$ cat src/rtl/pit_pkg.sv
package pit_pkg;

  typedef enum logic [2:0] {
    ACT_HOLD,
    ACT_CLEAR,
    ACT_FRAME,
    ACT_MANUAL,
    ACT_TICK
  } pit_act_e;

  // Fixed priority among same-edge events.
  function automatic pit_act_e pick_action(input logic terminate,
                                           input logic frame_take,
                                           input logic ld_go,
                                           input logic tick_go);
    if (terminate)       return ACT_CLEAR;
    else if (frame_take) return ACT_FRAME;
    else if (ld_go)      return ACT_MANUAL;
    else if (tick_go)    return ACT_TICK;
    else                 return ACT_HOLD;
  endfunction

endpackage

$ cat src/rtl/pit_enable_ctrl.sv
module pit_enable_ctrl (
  input  logic clk,
  input  logic rst_n,
  input  logic sw_pause_en,
  input  logic neg_pause_ok,
  output logic rx_enabled,
  output logic terminate
);

  logic sw_prev;

  always_ff @(posedge clk or negedge rst_n) begin
    if (!rst_n) sw_prev <= 1'b0;
    else        sw_prev <= sw_pause_en;
  end

  assign rx_enabled = sw_pause_en | neg_pause_ok;
  assign terminate  = sw_prev & ~sw_pause_en;

endmodule

$ cat src/rtl/pit_counter.sv
module pit_counter
  import pit_pkg::*;
#(
  parameter int CNT_W = 16
) (
  input  logic             clk,
  input  logic             rst_n,
  input  logic             terminate,
  input  logic             frame_take,
  input  logic [CNT_W-1:0] frame_quanta,
  input  logic             ld_req,
  input  logic [CNT_W-1:0] ld_value,
  input  logic             slot_tick,
  output logic [CNT_W-1:0] count,
  output logic             rcvd,
  output logic             active
);

  localparam logic [CNT_W-1:0] ONE = {{(CNT_W-1){1'b0}}, 1'b1};

  function automatic logic [CNT_W-1:0] step_down(input logic [CNT_W-1:0] c);
    return c - ONE;
  endfunction

  function automatic logic is_last_slot(input logic [CNT_W-1:0] c);
    return c == ONE;
  endfunction

  logic     ld_go;
  logic     tick_go;
  pit_act_e act;

  assign active  = |count;
  assign ld_go   = ld_req & ~active & ~rcvd;
  assign tick_go = slot_tick & active;
  assign act     = pick_action(terminate, frame_take, ld_go, tick_go);

  always_ff @(posedge clk or negedge rst_n) begin
    if (!rst_n) begin
      count <= '0;
      rcvd  <= 1'b0;
    end else begin
      case (act)
        ACT_CLEAR: begin
          count <= '0;
          rcvd  <= 1'b0;
        end
        ACT_FRAME: begin
          count <= frame_quanta;
          rcvd  <= |frame_quanta;
        end
        ACT_MANUAL: count <= ld_value;
        ACT_TICK: begin
          count <= step_down(count);
          if (is_last_slot(count)) rcvd <= 1'b0;
        end
        default: ;
      endcase
    end
  end

  AST_TERM_CLEARS: assert property (@(posedge clk) disable iff (!rst_n)
    terminate |=> (count == '0 && !rcvd));

  AST_RCVD_NEEDS_COUNT: assert property (@(posedge clk) disable iff (!rst_n)
    rcvd |-> active);

  AST_TICK_STEP: assert property (@(posedge clk) disable iff (!rst_n)
    (active && slot_tick && !terminate && !frame_take) |=> count == $past(count) - ONE);

  AST_MANUAL_NO_RCVD: assert property (@(posedge clk) disable iff (!rst_n)
    (ld_req && !active && !rcvd && !terminate && !frame_take) |=> !rcvd);

  AST_LOAD_BUSY_IGNORED: assert property (@(posedge clk) disable iff (!rst_n)
    (ld_req && active && !terminate && !frame_take && !slot_tick) |=> $stable(count));

  AST_FRAME_RELOAD: assert property (@(posedge clk) disable iff (!rst_n)
    (frame_take && !terminate) |=> count == $past(frame_quanta));

endmodule

$ cat src/rtl/pause_interval_timer.sv
module pause_interval_timer #(
  parameter int CNT_W = 16
) (
  input  logic             clk,
  input  logic             rst_n,
  input  logic             sw_pause_en,
  input  logic             neg_pause_ok,
  input  logic             pframe_valid,
  input  logic [CNT_W-1:0] pframe_quanta,
  input  logic             slot_tick,
  input  logic             man_load,
  input  logic [CNT_W-1:0] man_value,
  output logic             tx_hold,
  output logic [CNT_W-1:0] count_live,
  output logic [CNT_W+3:0] status_word
);

  localparam int STAT_W = CNT_W + 4;

  logic rx_enabled;
  logic terminate;
  logic frame_take;
  logic rcvd;
  logic active;

  pit_enable_ctrl u_en (
    .clk         (clk),
    .rst_n       (rst_n),
    .sw_pause_en (sw_pause_en),
    .neg_pause_ok(neg_pause_ok),
    .rx_enabled  (rx_enabled),
    .terminate   (terminate)
  );

  assign frame_take = pframe_valid & rx_enabled;

  pit_counter #(.CNT_W(CNT_W)) u_cnt (
    .clk         (clk),
    .rst_n       (rst_n),
    .terminate   (terminate),
    .frame_take  (frame_take),
    .frame_quanta(pframe_quanta),
    .ld_req      (man_load),
    .ld_value    (man_value),
    .slot_tick   (slot_tick),
    .count       (count_live),
    .rcvd        (rcvd),
    .active      (active)
  );

  assign tx_hold = active;

  logic [STAT_W-1:0] stat_pack;
  assign stat_pack   = {rx_enabled, rcvd, active, 1'b0, count_live};
  assign status_word = stat_pack;

  AST_IGNORE_DISABLED: assert property (@(posedge clk) disable iff (!rst_n)
    (pframe_valid && !rx_enabled && !terminate && !man_load && !active) |=> count_live == '0);

endmodule

$ cat config.mk
export PLATFORM = sky130hd
export DESIGN_NAME = pause_interval_timer
export DESIGN_NICKNAME = d
export VERILOG_FILES = /design/src/rtl/pit_pkg.sv /design/src/rtl/pit_enable_ctrl.sv /design/src/rtl/pit_counter.sv /design/src/rtl/pause_interval_timer.sv
export SDC_FILE = /design/constraint.sdc
export NUM_CORES = 1
export LEC_CHECK = 0
export BUFFER_PORTS_ARGS = -buffer_cell sky130_fd_sc_hd__buf_2
export CAP_MARGIN = 5
export CORE_MARGIN = 1.5
export CORE_UTILIZATION = 50
export CTS_BUF_LIST = sky130_fd_sc_hd__clkbuf_4
export CTS_CLUSTER_DIAMETER = 150
export CTS_CLUSTER_SIZE = 10
export DETAILED_ROUTE_END_ITERATION = 7
export PLACE_DENSITY = 0.88
export SETUP_SLACK_MARGIN = 0.15
export SYNTH_ARGS = -nofsm -noshare
export SYNTH_HDL_FRONTEND = slang
export SYNTH_SLANG_ARGS = --single-unit
$ cat constraint.sdc
create_clock -name clk -period 3.4 [get_ports clk]
set_input_delay 0.68 -clock clk [delete_from_list [all_inputs] [get_ports clk]]
set_output_delay 0.68 -clock clk [all_outputs]
set_load 0.005 [all_outputs]
==> run_results.csv <==
group,metric,value,unit
synth,synthArstFlopShare,100.0,%
placed_design,gp_congestion,1.010,
outcome,status,"finished, violations left",
setup_path,r2r_end,"u_cnt.count[2]$_DFFE_PN0P_",
power,power,0.7063,mW
synth,synth_top_family_by_area,"simple AND/OR/NAND/NOR gates",
synth,yosys-top-cells-area,"dfrtp_1 (30%), buf_4 (10%), a32o_1 (3.3%)",
clocking,clk_pin_slew,0.10,ns
placed_design,dp_slack,0.9709,ns
synth,yosysUniqueCellTypes,47,
power,pwr_density_cell,397.0,nW/µm²
routing,firstDrtPassIters,6,
floorplan,row_count,19,
synth,synth_most_common_cell,"buf_4",
timing,fmax,363.1,MHz
synth,yosys.area_share.simple,28.99,%
timing,layout_min_cycle_time,2.754,ns
synth,syn-num-nets,209,
setup_path,cp-end-kind,"output pin",
clocking,clk_latency,0.30,ns
setup_path,path_max_fanout,8,
synth,ys_ff_latch,18,
global_route,grt_pass1_vias,1492,
global_route,grt.total_usage,28.97,%
final_layout,fillers,255,
clocking,htreeDepth,1,
routing,avgViaCountPerCell,6.343,
timing,rsz0062_at_grt,"false",
flow_run,maxCapViolCount,0,
timing,fin_tns_setup,0,ns
floorplan,die_area,3351,µm²
setup_path,r2r_start,"u_cnt.count[0]$_DFFE_PN0P_",
clocking,cts_hold_buf,0,
timing,setup_violations,0,
global_route,top_usage_layer,"met2",
setup_path,path_class,"flip-flop to output pin",
clocking,cts_tree,"yes",
clocking,cts_setup_buffers,0,
timing,maxSlewHeadroom,43.07,%
timing,skew,0.003983,ns
routing,drt_iter0_markers,108,
power,peakVddDrop,242.4,µV
setup_path,crit_required,2.72,ns
timing,tightest_slew,0.8482,ns
global_route,met2_usage,43.67,%
final_layout,diodes,0,
floorplan,start_util,53.70,%
floorplan,die_w,57.89,µm
synth,synth_cells,167,
global_route,grt_max_degree,19,
floorplan,ios,76,
placed_design,dpl.hpwl,3.595,mm
routing,drtAntennaViolNets,0,
synth,synthTopCellsByCount,"buf_4 (20), dfrtp_1 (18), nand2_1 (12)",
clocking,clockBufferDepth,2,
synth,dominantRegCellSynth,"dfrtp_1",
timing,drv_slew,0,
floorplan,die_y,57.89,µm
final_layout,fin_util,63.43,%
synth,syn_area,1506,µm²
global_route,grt_util_met1,38.36,%
clocking,cts.sinks,18,
synth,synth.top_cell.area_share,29.90,%
final_layout,area_delta_synth_final,18.11,%
global_route,grt_pass1_wl,7.307,mm
timing,hold_slack,0.2945,ns
synth,synth-adder-area-share,2.492,%
synth,synth_mux_area_share,1.329,%
global_route,grt-ovfl-total,0,
synth,synthXorXnorAreaFrac,2.907,%
outcome,violations,"design-rule violations",
routing,wl,4.629,mm
setup_path,worst_setup_path_start_kind,"flip-flop",
final_layout,nets,264,
synth,synth-compound-area-share,21.84,%
global_route,antenna_found_initial,0,
synth,synth.avg_cell_area,9.021,µm²
synth,synth_edf_count,0,
final_layout,layout-drive-gt1-share,40.00,%
placed_design,io_buffers,74,
synth,synth_top_cell_by_area,"dfrtp_1",
timing,timing.final.hold_violations,0,
hold_path,worstHoldPathType,"primary input to async pin",
synth,ys_seq_area_share,29.90,%
setup_path,rrSetupSlack,1.01,ns
power,leakage,0.8397,nW
setup_path,reg2regPathDepth,7,
clocking,cts_buffers,3,
routing,drc,4,
routing,wire_per_inst,18.44,µm
synth,yosysWarningCount,0,
setup_path,arrival,2.07,ns
routing,vias,1592,
timing,postLayoutSetupSlackWorst,0.6456,ns
global_route,globalRouteMet3Util,9.821,%
timing,period_share,81.01,%
clocking,cts_resized,0,
floorplan,core,2805,µm²
clocking,cts-root-buf,"clkbuf_4",
## stage by stage
step / instance area [µm²] / std cells
after global placement: 1757 / 248
after detailed placement: 1757 / 248
after global routing: 1779 / 251
after floorplan: 1506 / 167
final: 1779 / 251
after CTS: 1779 / 251
## flip-flops by register name, indices dropped and copies added (netlist names)
signal	cells
u_cnt.count	16
u_cnt.rcvd	1
u_en.sw_prev	1
## cell type report
type | count | area, µm² | share of cell area (%)
sequential | 18 | 450.4 | 25.32
timing repair buffer | 76 | 385.4 | 21.66
tap | 31 | 38.79 | 2.180
inverter | 3 | 11.26 | 0.6329
clock buffer | 3 | 22.52 | 1.266
multi-input combinational | 120 | 870.8 | 48.95
## power breakdown
part / internal [mW] / switching, mW / leakage [nW] / total, mW
Sequential: 0.243 / 0.0638 / 0.227 / 0.307
Combinational: 0.138 / 0.153 / 0.599 / 0.291
Clock: 0.0414 / 0.0675 / 0.0138 / 0.109
## placed cells by master (no fill, tap or decap), types with 2 or more instances in the layout
master    instances
a22o_1            3
nor4_1            6
xor2_1            2
nand2_1          12
o211ai_1          5
a21oi_1           2
nor4_2            3
a211o_1           3
nand3b_1          2
nor2_1           10
xnor2_1           3
mux2i_1           2
inv_1             3
a221o_1           4
nand3_1           7
ha_1              3
and4_1            3
dfrtp_1          18
buf_4             2
or4_1             3
a32o_1            5
buf_2            74
a22oi_1           4
o21ai_0           4
clkbuf_4          3
a32oi_1           3
nor3_1            3
nand4_1           7
nor2b_1           3
## worst max-delay path by stage
stage | from | to | slack, ns
final | u_cnt.count[7]$_DFFE_PN0P_ | status_word[17] | 0.65
after global routing | u_cnt.count[7]$_DFFE_PN0P_ | status_word[17] | 0.56
after CTS | u_cnt.count[7]$_DFFE_PN0P_ | status_word[17] | 0.69
after detailed placement | sw_pause_en | u_cnt.count[15]$_DFFE_PN0P_ | 0.97
after global placement | u_cnt.count[5]$_DFFE_PN0P_ | tx_hold | 0.97
after floorplan | u_cnt.count[7]$_DFFE_PN0P_ | status_word[17] | 1.20
## metal layers
metal,wire length (µm),vias to the layer above
met2,2060,111
li1,-,740
met5,0,-
met1,1875,729
met3,559,12
met4,133,0
## worst max-delay path: stages, from the launching register on
cell and delay, ns:
dfrtp_1 0.46, nor4_4 0.59, and4_1 0.39, nand2_1 0.15, buf_2 0.18
## cells by family after synthesis
kind of cell	Yosys count
other	1
adders and majority gates	3
xor gates and xnor gates	5
buffers and inverters	29
AOI/OAI and AO/OA	41
DFF	18
and+or+nand+nor	68
muxes	2
Power figures use the tool's default switching activity.
